<file path="config.mk">
export PLATFORM = sky130hd
export DESIGN_NAME = li_reg_node
export DESIGN_NICKNAME = d
export VERILOG_FILES = /design/src/rtl/li_reg_pkg.sv /design/src/rtl/li_reg_phase.sv /design/src/rtl/li_reg_hold.sv /design/src/rtl/li_reg_node.sv
export SDC_FILE = /design/constraint.sdc
export NUM_CORES = 1
export LEC_CHECK = 0
export BUFFER_PORTS_ARGS = -buffer_cell sky130_fd_sc_hd__buf_2
export CAP_MARGIN = 5
export CELL_PAD_IN_SITES_DETAIL_PLACEMENT = 1
export CELL_PAD_IN_SITES_GLOBAL_PLACEMENT = 2
export CORE_MARGIN = 2
export CORE_UTILIZATION = 23
export CTS_BUF_LIST = sky130_fd_sc_hd__clkbuf_8
export DETAILED_ROUTE_END_ITERATION = 10
export PLACE_DENSITY = 0.87
export SLEW_MARGIN = 20
export SYNTH_ARGS = -nofsm -noshare
export SYNTH_HDL_FRONTEND = slang
export SYNTH_SLANG_ARGS = --single-unit
</file>
<file path="constraint.sdc">
create_clock -name clk -period 1.3 [get_ports clk]
set_clock_uncertainty 0.2 [all_clocks]
set_input_delay 0.195 -clock clk [delete_from_list [all_inputs] [get_ports clk]]
set_output_delay 0.195 -clock clk [all_outputs]
set_load 0.05 [all_outputs]
</file>
<file path="src/rtl/li_reg_pkg.sv">
package li_reg_pkg;

  // Output step is allowed: tick value not yet sent and room downstream.
  function automatic logic may_emit(input logic sent, input logic dn_full);
    return !sent && !dn_full;
  endfunction

  // Load step is allowed: tick value sent and a token is waiting.
  function automatic logic may_load(input logic sent, input logic up_empty);
    return sent && !up_empty;
  endfunction

endpackage

</file>
<file path="src/rtl/li_reg_phase.sv">
module li_reg_phase
  import li_reg_pkg::*;
(
  input  logic clk,
  input  logic rst_n,
  input  logic up_empty,
  input  logic dn_full,
  output logic fire_emit,
  output logic fire_load,
  output logic sent_q
);

  assign fire_emit = may_emit(sent_q, dn_full);
  assign fire_load = may_load(sent_q, up_empty);

  always_ff @(posedge clk) begin
    if (!rst_n)         sent_q <= 1'b0;
    else if (fire_emit) sent_q <= 1'b1;
    else if (fire_load) sent_q <= 1'b0;
  end

endmodule

</file>
<file path="src/rtl/li_reg_hold.sv">
module li_reg_hold #(
  parameter int              DATA_W   = 16,
  parameter logic [DATA_W-1:0] INIT_VAL = '0
) (
  input  logic              clk,
  input  logic              rst_n,
  input  logic              load,
  input  logic [DATA_W-1:0] d,
  output logic [DATA_W-1:0] q
);

  always_ff @(posedge clk) begin
    if (!rst_n)    q <= INIT_VAL;
    else if (load) q <= d;
  end

endmodule

</file>
<file path="src/rtl/li_reg_node.sv">
module li_reg_node #(
  parameter int                DATA_W   = 16,
  parameter logic [DATA_W-1:0] INIT_VAL = 16'h00A5
) (
  input  logic              clk,
  input  logic              rst_n,
  input  logic              in_empty,
  input  logic [DATA_W-1:0] in_data,
  output logic              in_deq,
  input  logic              out_full,
  output logic [DATA_W-1:0] out_data,
  output logic              out_enq
);

  // Internal events brought out by name for the checker.
  logic fire_emit;
  logic fire_load;
  logic sent_q;

  li_reg_phase u_phase (
    .clk      (clk),
    .rst_n    (rst_n),
    .up_empty (in_empty),
    .dn_full  (out_full),
    .fire_emit(fire_emit),
    .fire_load(fire_load),
    .sent_q   (sent_q)
  );

  li_reg_hold #(.DATA_W(DATA_W), .INIT_VAL(INIT_VAL)) u_hold (
    .clk  (clk),
    .rst_n(rst_n),
    .load (fire_load),
    .d    (in_data),
    .q    (out_data)
  );

  assign out_enq = fire_emit;
  assign in_deq  = fire_load;

endmodule

</file>
After elaboration in Yosys (flattened, before gate mapping)
Index checks and enable logic that the tools add are counted.
- flip-flop bits (word level): 17
- word-level logic and storage cells: 10
- output and inout port bits: 18
- input port bits: 20
- multiplexer cells: 2
- reduce and logical (&&, ||, !) cells: 6
- operators with widths (kind ; count):
    $logic_not A1 Y1 ; 3
    $logic_and A1 B1 Y1 ; 2
    $mux W1 ; 2
    $reduce_bool A2 Y1 ; 1

Longest topological paths before layout
Gate-level depths: netlist (run 1).
- word-level depth: 4
- gate-level depth with buffers: 4
- mapped depth without buffers: 2

Hierarchy
A second synthesis (run 1) with hierarchy kept.
- cell total of the unflattened synthesis: 56
- area total of the unflattened synthesis: 651.9 um^2
- by module, submodules not included (module ; times used ; cells each ; area each (um^2) ; seq. area each (um^2)):
    li_reg_hold ; 1 ; 51 ; 605.6 ; 320.3
    li_reg_phase ; 1 ; 5 ; 46.3 ; 20.0

Worst setup path after synthesis (run 1)
No wires, ideal clock.
- path type: register to output
- start: reg u_phase.sent_q
- end: out out_enq
- setup slack: -99 ps
- data required time: 905 ps
- data arrival time: 1004 ps
- path buffers: 0
- cell stages (with the launch flop): 2
- cell sequence: dfxtp_1 -> nor2_1
- longest elaborated chain between the ends: 2
- RTL lines (item ; RTL line ; text):
    from (decl) ; li_reg_phase.sv:10 ; output logic sent_q
    from (signal assigned) ; li_reg_phase.sv:17 ; if (!rst_n) sent_q <= 1'b0;
    from (signal assigned) ; li_reg_phase.sv:18 ; else if (fire_emit) sent_q <= 1'b1;
    from (signal assigned) ; li_reg_phase.sv:19 ; else if (fire_load) sent_q <= 1'b0;
    $logic_not A1 Y1 ; li_reg_pkg.sv:5 ; return !sent && !dn_full;
    $logic_and A1 B1 Y1 ; li_reg_pkg.sv:5 ;
    to (decl) ; li_reg_node.sv:12 ; output logic out_enq
No other way between the ends.

Worst setup path after layout (run 1)
- start: reg u_phase.sent_q
- end: out in_deq
- longest elaborated chain between the ends: 1
- RTL lines (item ; RTL line ; text):
    $logic_and A1 B1 Y1 ; li_reg_pkg.sv:10 ; return sent && !up_empty;
    to (decl) ; li_reg_node.sv:9 ; output logic in_deq,
No other way between the ends.

==> results by group, run 1 <==
Drt
  • Final wirelength: 1.861 mm
  • WL/cell: 11.85 um
  • Via count: 677
  • Post-DRT Antenna Nets: 0
  • Vias per Instance: 4.312
  • DRT iter0 DRCs: 9
  • DRC Markers: 0
  • DRT Pass-1 Iters: 2

Place
  • Gpl congestion: 0.5999
  • IO buf count: 37
  • Setup slack at placement: -58.60 ps
  • Placed cell area: 928.4 um2
  • DP Wirelength: 1.318 mm

Synthesis
  • Synth top area cells: dfxtp_1 (47%), mux2i_1 (17%), nand2_1 (13%), buf_12 (5.6%), nand3b_1 (4.2%)
  • Post-Synthesis Cell Area: 718.2 um2
  • Sequential share of the synthesized area: 47.39%
  • Post-Syn Area per Cell: 9.705 um2
  • Mapped Nets: 94
  • Synth area leader: dfxtp_1
  • Yosys reg bits: 17
  • Count of different cell masters after synthesis: 13
  • Synth warn: 0
  • Yosys top cell area share: 47.39%
  • Cells after Synth: 74

STA
  • Worst slew pin tran: 262.2 ps
  • Final setup fails: 1
  • TNS Setup: -55.73 ps
  • Final setup slack of the worst path: -55.73 ps
  • Max-slew violation count: 0
  • RSZ-0062 raised after global routing: yes
  • Slew margin rel.: 82.64%
  • Post-layout min period: 1356 ps
  • Fmax: 0.7376 GHz
  • Final Cycle Share: 104.3%
  • Final Hold Fails: 0

Clock tree
  • TritonCTS clock tree: done
  • Worst-path clk slew: 70 ps
  • CTS root buffer: clkbuf_8
  • TritonCTS Sinks: 17
  • CTS H-Tree Depth: 1
  • CTS Buf Count: 3
  • CTS Buffer Depth: 2
  • Worst-skew pair later-pin latency: 250 ps

Worst setup path
  • CP Class: reg2out
  • Critical path arrival: 960 ps
  • Worst-path fanout max: 5
  • Critical Path Sink Type: output pin
  • R2R depth: 3
  • Worst EP required: 900 ps
  • Register-to-register setup slack: 30 ps
  • Reg2reg end: u_hold.q[4]$_SDFFE_PN0P_
  • Critical R2R Launch: u_phase.sent_q$_SDFFE_PN0P_
  • Startpoint Class: register

Outcome
  • Status: finished, violations left
  • Failing checks: negative setup slack

Floorplanning
  • Ports: 38
  • Die area: 3586 um2
  • Die Ht: 59.88 um
  • Die Width: 59.88 um
  • Initial Utilization: 23.92%
  • Num rows: 20
  • Core area: 3003 um2

Layout
  • Fraction of layout cells with a size suffix above 1: 40.32%
  • Register area: 344.1 um2
  • FILL cells: 364
  • Utilization after layout: 36.88%
  • Area delta synth->final: 54.18%
  • Most frequent cells in the layout: buf_2 (33), nand2_1 (24), dfxtp_1 (16)
  • Final Instance Area: 1107 um2
  • Commonest non-fill, non-tap cell in the layout: buf_2
  • Area of the multi-input gates: 311.5 um2
  • NumNets Final: 145
  • Antenna cells: 0

Global routing
  • Pin count of the biggest net entering global routing: 30
  • Total GRT Usage: 11.53%
  • Initial antenna violation count: 0
  • Number of global-route vias before repair: 711
  • First-pass GRT wire length: 3.125 mm
  • Total global routing overflow: 0

Run
  • Max-Cap Viols: 0

Hold path
  • Hold depth: 3
  • Start point of the worst hold path: in_data[6]
  • Hold Path Sink: u_hold.q[6]$_SDFFE_PN0P_
  • Hold Crit Class: in2reg

Pwr
  • Design Power: 1.232 mW
  • VDD IR max: 0.0003221 V
  • Pwr dens: 1112 nW/um2
  • Lkg Pwr: 0.5264 nW
-- cell usage after synthesis --
library cell,n
nor2_1,1
dfxtp_1,17
nand3b_1,4
nor2b_4,1
o211ai_1,4
clkbuf_1,1
mux2i_1,12
buf_2,2
nor3b_2,1
and2b_2,1
inv_1,4
buf_12,2
nand2_1,24
-- report_power, final --
part	internal, mW	total [mW]	leakage, nW	switching [mW]
clock network	0.212	0.390	0.0255	0.178
logic	0.111	0.280	0.361	0.168
registers	0.547	0.562	0.139	0.0146
total	0.871	1.23	0.526	0.361
-- routing by layer --
metal | vias to the layer above | track usage (%) | wire [um]
li1 | 342 | - | -
met1 | 314 | 12.45 | 732
met2 | 21 | 21.27 | 1039
met3 | 0 | 2.814 | 90
met4 | 0 | 4.444 | 0
met5 | - | 0 | 0
-- area by class of cell --
class,instances,share of cell area (%)
clock inverters,1,0.4520
repair buffers,51,31.53
flip-flops and latches,17,31.07
well taps,33,3.729
inverters,4,1.356
multi-input cells,48,28.14
clock buffers,3,3.729
-- per-stage QoR --
stage / std cells / hold slack [ps]
after global placement: 142 / 239.2
after CTS: 157 / 7.750
after global routing: 157 / 10.58
final: 157 / 3.975
after floorplan: 74 / 137.1
after detailed placement: 142 / 251.8
-- how the worst max path moves through the flow --
stage,depth (start not counted),to,slack (ps),from
floorplan,4,u_hold.q[3]$_SDFFE_PN0P_,-10,u_phase.sent_q$_SDFFE_PN0P_
global placement,2,in_deq,30,u_phase.sent_q$_SDFFE_PN0P_
detailed placement,3,u_hold.q[4]$_SDFFE_PN0P_,-60,u_phase.sent_q$_SDFFE_PN0P_
CTS,2,in_deq,-60,u_phase.sent_q$_SDFFE_PN0P_
global route,2,in_deq,-110,u_phase.sent_q$_SDFFE_PN0P_
finish,2,in_deq,-60,u_phase.sent_q$_SDFFE_PN0P_
-- flip-flops by register name, indices dropped and copies added, names as in the netlist --
register,flops
u_hold.q,16
u_phase.sent_q,1
-- logic make-up after synthesis --
group,share of synthesized area (%)
AND/OR/NAND/NOR,22.13
flip-flops,47.39
multiplexers,16.73
buffers and inverters,9.581
AO/OA/AOI/OAI,4.181
-- critical path, cell delays in order (launching register included) --
cell and delay, ps:
dfxtp_4 370, nor2b_4 190, buf_8 160
-- timing repair --
action	CTS	global route
setup buffers	1	0
hold buffers	10	0
endpoints found under the setup margin	14	6
gates resized for setup	5	4
hold endpoints to repair	10	0
No activity file was read; power rests on OpenSTA's default activity.
==> run 2, diff against run 1 <==
--- a/config.mk
+++ b/config.mk
@@ -13,7 +13,7 @@
 export CORE_UTILIZATION = 23
 export CTS_BUF_LIST = sky130_fd_sc_hd__clkbuf_8
 export DETAILED_ROUTE_END_ITERATION = 10
-export PLACE_DENSITY = 0.87
+export PLACE_DENSITY = 0.83
 export SLEW_MARGIN = 20
 export SYNTH_ARGS = -nofsm -noshare
 export SYNTH_HDL_FRONTEND = slang
==> run 2 against run 1 <==
  * The run still ends with negative setup slack left
  * Combinational power up 5%
  * Worst setup slack better by 50 ps
  * Sequential power about the same
  * Register-to-register slack better by 20 ps
  * Critical path depth unchanged
  * Critical path type unchanged
==> results by group, run 2 (synthesis gave the netlist of run 1 again) <==
STA
  • Final setup fails: 1 (unchanged)
  • Hold WS: 5.496 ps (was 3.975 ps)
  • Max-slew violation count: 0 (unchanged)
  • Worst slew pin tran: 257.2 ps (was 262.2 ps)
  • Post-layout min period: 1306 ps (was 1356 ps)
  • TNS Setup: -6.022 ps (was -55.73 ps)
  • Final Hold Fails: 0 (unchanged)
  • Fmax: 0.7657 GHz (was 0.7376 GHz)
  • Final Cycle Share: 100.5% (was 104.3%)
  • Slew margin rel.: 82.97% (was 82.64%)
  • Final setup slack of the worst path: -6.022 ps (was -55.73 ps)
  • RSZ-0062 raised after global routing: yes (unchanged)

Worst setup path
  • CP Class: reg2out (unchanged)
  • Worst-path fanout max: 3 (was 5)
  • Critical Path Sink Type: output pin (unchanged)
  • Critical path arrival: 910 ps (was 960 ps)
  • Worst EP required: 900 ps (about the same)
  • Startpoint Class: register (unchanged)

Pwr
  • VDD IR max: 0.0003339 V (was 0.0003221 V)
  • Switch Pwr: 350.3 uW (was 361.3 uW)
  • Sw frac: 28.53% (was 29.33%)
  • Clk network pwr share: 30.4% (was 31.7%)
  • Combinational share of power: 23.9% (was 22.7%)
  • Design Power: 1.228 mW (was 1.232 mW)
  • Flop pwr share: 45.7% (was 45.6%)
  • Lkg Pwr: 0.5514 nW (was 0.5264 nW)
  • Internal: 877.7 uW (was 870.5 uW)
  • Pwr dens: 1079 nW/um2 (was 1112 nW/um2)

Drt
  • Via count: 686 (was 677)
  • DRC Markers: 0 (unchanged)
  • Final wirelength: 1.834 mm (was 1.861 mm)
  • DRT Pass-1 Iters: 2 (unchanged)
  • Post-DRT Antenna Nets: 0 (unchanged)
  • WL/cell: 11.39 um (was 11.85 um)
  • Vias per Instance: 4.261 (was 4.312)
  • DRT iter0 DRCs: 7 (was 9)

Outcome
  • Failing checks: negative setup slack (unchanged)
  • Status: finished, violations left (unchanged)

Clock tree
  • CTS Buffer Depth: 2 (unchanged)
  • CTS Buf Count: 3 (unchanged)
  • TritonCTS clock tree: done (unchanged)
  • Worst-skew pair later-pin latency: 240 ps (was 250 ps)
  • Worst-path clk slew: 60 ps (was 70 ps)
  • CTS H-Tree Depth: 1 (unchanged)
  • TritonCTS Sinks: 17 (unchanged)
  • CTS root buffer: clkbuf_8 (unchanged)

Global routing
  • Pin count of the biggest net entering global routing: 30 (unchanged)
  • Total GRT Usage: 10.45% (was 11.53%)
  • First-pass GRT wire length: 2.842 mm (was 3.125 mm)
  • Number of global-route vias before repair: 651 (was 711)
  • Initial antenna violation count: 0 (unchanged)
  • Total global routing overflow: 0 (unchanged)

Layout
  • Register area: 344.1 um2 (unchanged)
  • Commonest non-fill, non-tap cell in the layout: buf_2 (unchanged)
  • Area delta synth->final: 58.54% (was 54.18%)
  • Most frequent cells in the layout: buf_2 (35), nand2_1 (24), dfxtp_1 (16) (was buf_2 (33), nand2_1 (24), dfxtp_1 (16))
  • Biggest registers after layout: u_hold.q x16, u_phase.sent_q x1 (unchanged)
  • Finished Layout Cells: 161 (was 157)
  • Utilization after layout: 37.92% (was 36.88%)
  • FILL cells: 374 (was 364)
  • Max reg flops: 16 (unchanged)
  • NumNets Final: 149 (was 145)
  • Fraction of layout cells with a size suffix above 1: 41.41% (was 40.32%)
  • Area of the multi-input gates: 311.5 um2 (unchanged)
  • Largest register by flop count: u_hold.q (unchanged)
  • Final Instance Area: 1139 um2 (was 1107 um2)
  • Antenna cells: 0 (unchanged)

Place
  • DP Wirelength: 1.241 mm (was 1.318 mm)
  • IO buf count: 37 (unchanged)
  • Placed instance count: 143 (was 142)
  • Gpl congestion: 0.6704 (was 0.5999)
  • Setup slack at placement: -24.70 ps (was -58.60 ps)
  • Placed cell area: 935.9 um2 (was 928.4 um2)

Floorplanning
  • Core area: 3003 um2 (unchanged)
  • Num rows: 20 (unchanged)
  • Die Width: 59.88 um (unchanged)
  • Ports: 38 (unchanged)
  • Initial Utilization: 23.92% (unchanged)
  • Die Ht: 59.88 um (unchanged)
  • Die area: 3586 um2 (unchanged)

Run
  • Max-Cap Viols: 0 (unchanged)

Hold path
  • Hold Crit Class: in2reg (unchanged)
[run 2: path summary, 6_finish.rpt]
kind / startpoint / endpoint / slack (ps) / cells after the start
worst min register to register: u_hold.q[1]$_SDFFE_PN0P_ / u_hold.q[1]$_SDFFE_PN0P_ / 260 / 2
worst max-delay path: u_phase.sent_q$_SDFFE_PN0P_ / in_deq / -6 / 2
worst max register to register: u_phase.sent_q$_SDFFE_PN0P_ / u_hold.q[3]$_SDFFE_PN0P_ / 50 / 4
worst min-delay path: in_data[13] / u_hold.q[13]$_SDFFE_PN0P_ / 5 / 3
[run 2: power groups by stage]
stage / logic [mW] / clock network, mW / registers, mW
3_3_place_gp: 0.243 / 0 / 0.573
3_5_place_dp: 0.247 / 0 / 0.575
6_report: 0.294 / 0.374 / 0.561
5_1_grt: 0.315 / 0.415 / 0.564
4_1_cts: 0.287 / 0.398 / 0.561
2_1_floorplan: 0.0967 / 0 / 0.656
[run 2: final cells by class]
cell class | count | area share, %
Multi-Input combinational cell | 48 | 27.36
Sequential cell | 17 | 30.22
Tap cell | 33 | 3.626
Clock inverter | 1 | 0.3297
Timing Repair Buffer | 55 | 33.52
Clock buffer | 3 | 3.626
Inverter | 4 | 1.319
[run 2: per-layer routing]
layer	part of all wire [%]	vias to the layer above	wire length [um]	GRT usage, %
li1	-	348	-	-
met1	44	311	814	12.30
met2	48	25	888	18.01
met3	6.8	2	124	2.814
met4	0.33	0	6	3.810
met5	0	-	0	0
[run 2: worst max-delay path, cell delays in order (launching register included)]
cell and delay [ps]:
dfxtp_4 360, nor2b_4 150, buf_6 160
[run 2: timing repair]
action | in CTS | in global routing
hold buffers | 10 | 0
buffers inserted | 3 | 1
endpoints found under the hold margin | 10 | 0
endpoints found under the setup margin | 9 | 9
gates resized for setup | 6 | 3
==> run 3, diff against run 2 <==
--- a/config.mk
+++ b/config.mk
@@ -5,7 +5,7 @@
 export SDC_FILE = /design/constraint.sdc
 export NUM_CORES = 1
 export LEC_CHECK = 0
-export BUFFER_PORTS_ARGS = -buffer_cell sky130_fd_sc_hd__buf_2
+export BUFFER_PORTS_ARGS = -buffer_cell sky130_fd_sc_hd__clkbuf_2
 export CAP_MARGIN = 5
 export CELL_PAD_IN_SITES_DETAIL_PLACEMENT = 1
 export CELL_PAD_IN_SITES_GLOBAL_PLACEMENT = 2
==> run 3 against run 2 <==
  * The flow still finishes with violations (negative setup slack)
  * First-iteration DRC count rose to 4.6 times the previous value
  * Die area unchanged
  * Combinational power up 2%
  * Design area up 0.99%
  * Register-to-register slack about the same
  * Via count up 1.0%
  * Clock-buffer cell count unchanged
  * Sequential share of layout area down 0.51 points
==> results by group, run 3 (synthesis gave the netlist of run 1 again) <==
Floorplanning
  • Die Ht: 59.88 um (unchanged)
  • Core area: 3003 um2 (unchanged)
  • Num rows: 20 (unchanged)
  • Die area: 3586 um2 (unchanged)
  • Initial Utilization: 23.92% (unchanged)
  • Ports: 38 (unchanged)
  • Die Width: 59.88 um (unchanged)

Global routing
  • Number of global-route vias before repair: 700 (was 651)
  • Total global routing overflow: 0 (unchanged)
  • GR Layer Usage met2: 20.50% (was 18.01%)
  • Initial antenna violation count: 0 (unchanged)
  • GR peak layer: met2 (unchanged)
  • First-pass GRT wire length: 3.022 mm (was 2.842 mm)
  • Met1 usage: 12.34% (was 12.30%)
  • Pin count of the biggest net entering global routing: 30 (unchanged)
  • GR met3 Demand/Resource: 2.814% (unchanged)
  • Total GRT Usage: 11.04% (was 10.45%)

Layout
  • Utilization after layout: 38.29% (was 37.92%)
  • Area delta synth->final: 60.10% (was 58.54%)
  • Most frequent cells in the layout: clkbuf_2 (27), nand2_1 (24), dfxtp_1 (16) (was buf_2 (35), nand2_1 (24), dfxtp_1 (16))
  • NumNets Final: 149 (unchanged)
  • Antenna cells: 0 (unchanged)
  • Final Instance Area: 1150 um2 (was 1139 um2)
  • Finished Layout Cells: 161 (unchanged)
  • Fraction of layout cells with a size suffix above 1: 40.63% (was 41.41%)
  • Max reg flops: 16 (unchanged)
  • Biggest registers after layout: u_hold.q x16, u_phase.sent_q x1 (unchanged)
  • Largest register by flop count: u_hold.q (unchanged)
  • Commonest non-fill, non-tap cell in the layout: clkbuf_2 (was buf_2)

Drt
  • DRT iter0 DRCs: 32 (was 7)
  • Post-DRT Antenna Nets: 0 (unchanged)
  • Final wirelength: 1.872 mm (was 1.834 mm)
  • WL/cell: 11.63 um (was 11.39 um)
  • Vias per Instance: 4.304 (was 4.261)
  • DRT Pass-1 Iters: 3 (was 2)
  • Via count: 693 (was 686)
  • DRC Markers: 0 (unchanged)

Worst setup path
  • Worst path cell trace: nor2b_4 -> buf_8 (was nor2b_4 -> buf_6)
  • Worst EP required: 900 ps (about the same)
  • Max incr delay on CP: 350 ps (was 360 ps)
  • Worst-path fanout max: 3 (unchanged)
  • Critical Path Sink Type: output pin (unchanged)
  • CP Class: reg2out (unchanged)
  • Crit-path slowest cell: dfxtp_2 (was dfxtp_4)
  • Critical path arrival: 940 ps (was 910 ps)
  • Startpoint Class: register (unchanged)

STA
  • Final Hold Fails: 0 (unchanged)
  • TNS Setup: -66.08 ps (was -6.022 ps)
  • Max-slew violation count: 0 (unchanged)
  • Final setup slack of the worst path: -33.84 ps (was -6.022 ps)
  • Slew margin rel.: 81.31% (was 82.97%)
  • Fmax: 0.7497 GHz (was 0.7657 GHz)
  • Post-layout min period: 1334 ps (was 1306 ps)
  • Hold WS: 16.17 ps (was 5.496 ps)
  • Worst slew pin tran: 281.6 ps (was 257.2 ps)
  • Final Cycle Share: 102.6% (was 100.5%)
  • Final setup fails: 2 (was 1)
  • RSZ-0062 raised after global routing: yes (unchanged)

Clock tree
  • TritonCTS Sinks: 17 (unchanged)
  • CTS root buffer: clkbuf_8 (unchanged)
  • TritonCTS clock tree: done (unchanged)
  • CTS Buf Count: 3 (unchanged)
  • CTS H-Tree Depth: 1 (unchanged)
  • CTS Buffer Depth: 2 (unchanged)
  • Worst-skew pair later-pin latency: 240 ps (about the same)
  • Worst-path clk slew: 60 ps (about the same)

Run
  • Max-Cap Viols: 0 (unchanged)

Hold path
  • Hold Crit Class: in2reg (unchanged)

Place
  • DP Wirelength: 1.276 mm (was 1.241 mm)
  • Gpl congestion: 0.7276 (was 0.6704)
  • Placed instance count: 143 (unchanged)
  • Setup slack at placement: 5.862 ps (was -24.70 ps)
  • Placed cell area: 935.9 um2 (unchanged)
  • IO buf count: 37 (unchanged)

Pwr
  • Pwr dens: 1084 nW/um2 (was 1079 nW/um2)
  • VDD IR max: 0.0002584 V (was 0.0003339 V)
  • Lkg Pwr: 0.5517 nW (was 0.5514 nW)
  • Design Power: 1.247 mW (was 1.228 mW)

Outcome
  • Failing checks: negative setup slack (unchanged)
  • Status: finished, violations left (unchanged)
run 3: where the power goes:
group	total, mW	leakage [nW]	internal [mW]	switching [mW]
Sequential	0.562	0.139	0.548	0.0140
Combinational	0.301	0.387	0.124	0.177
Clock	0.384	0.0255	0.212	0.172
Total	1.25	0.552	0.884	0.363
run 3: metal layers:
metal	vias up	share of wire (%)
li1	349	-
met1	317	41
met2	25	52
met3	2	6.7
met4	0	0.21
met5	-	0
run 3: final timing paths:
| path | depth (start not counted) | slack, ps | endpoint | from |
|---|---|---|---|---|
| worst max-delay path | 2 | -30 | in_deq | u_phase.sent_q$_SDFFE_PN0P_ |
| worst min register to register | 2 | 260 | u_hold.q[13]$_SDFFE_PN0P_ | u_hold.q[13]$_SDFFE_PN0P_ |
| worst min-delay path | 3 | 20 | u_hold.q[5]$_SDFFE_PN1P_ | in_data[5] |
| worst max register to register | 3 | 50 | u_hold.q[11]$_SDFFE_PN0P_ | u_phase.sent_q$_SDFFE_PN0P_ |
run 3: repair_timing:
| action | in CTS | in global routing |
|---|---|---|
| endpoints found under the hold margin | 12 | 0 |
| gates resized for setup | 7 | 11 |
| pin swaps | 1 | 0 |
| buffers inserted | 2 | 0 |
| hold buffers | 12 | 0 |
| gates cloned | 0 | 0 |
| setup endpoints to repair | 2 | 12 |
run 3: area by class of cell:
type / count / area [um2]
fill: 369 / 1853
timing repair buffer: 55 / 389.1
sequential: 17 / 341.6
multi-input combinational: 48 / 316.6
clock buffer: 3 / 41.29
tap: 33 / 41.29
inverter: 4 / 15.01
clock inverter: 1 / 5.005
run 3: worst max-delay path: cells and delay by family (launching register included):
kind	cells	cell delay, ps
simple gates	1	190
flops	1	350
buf+inv	1	160
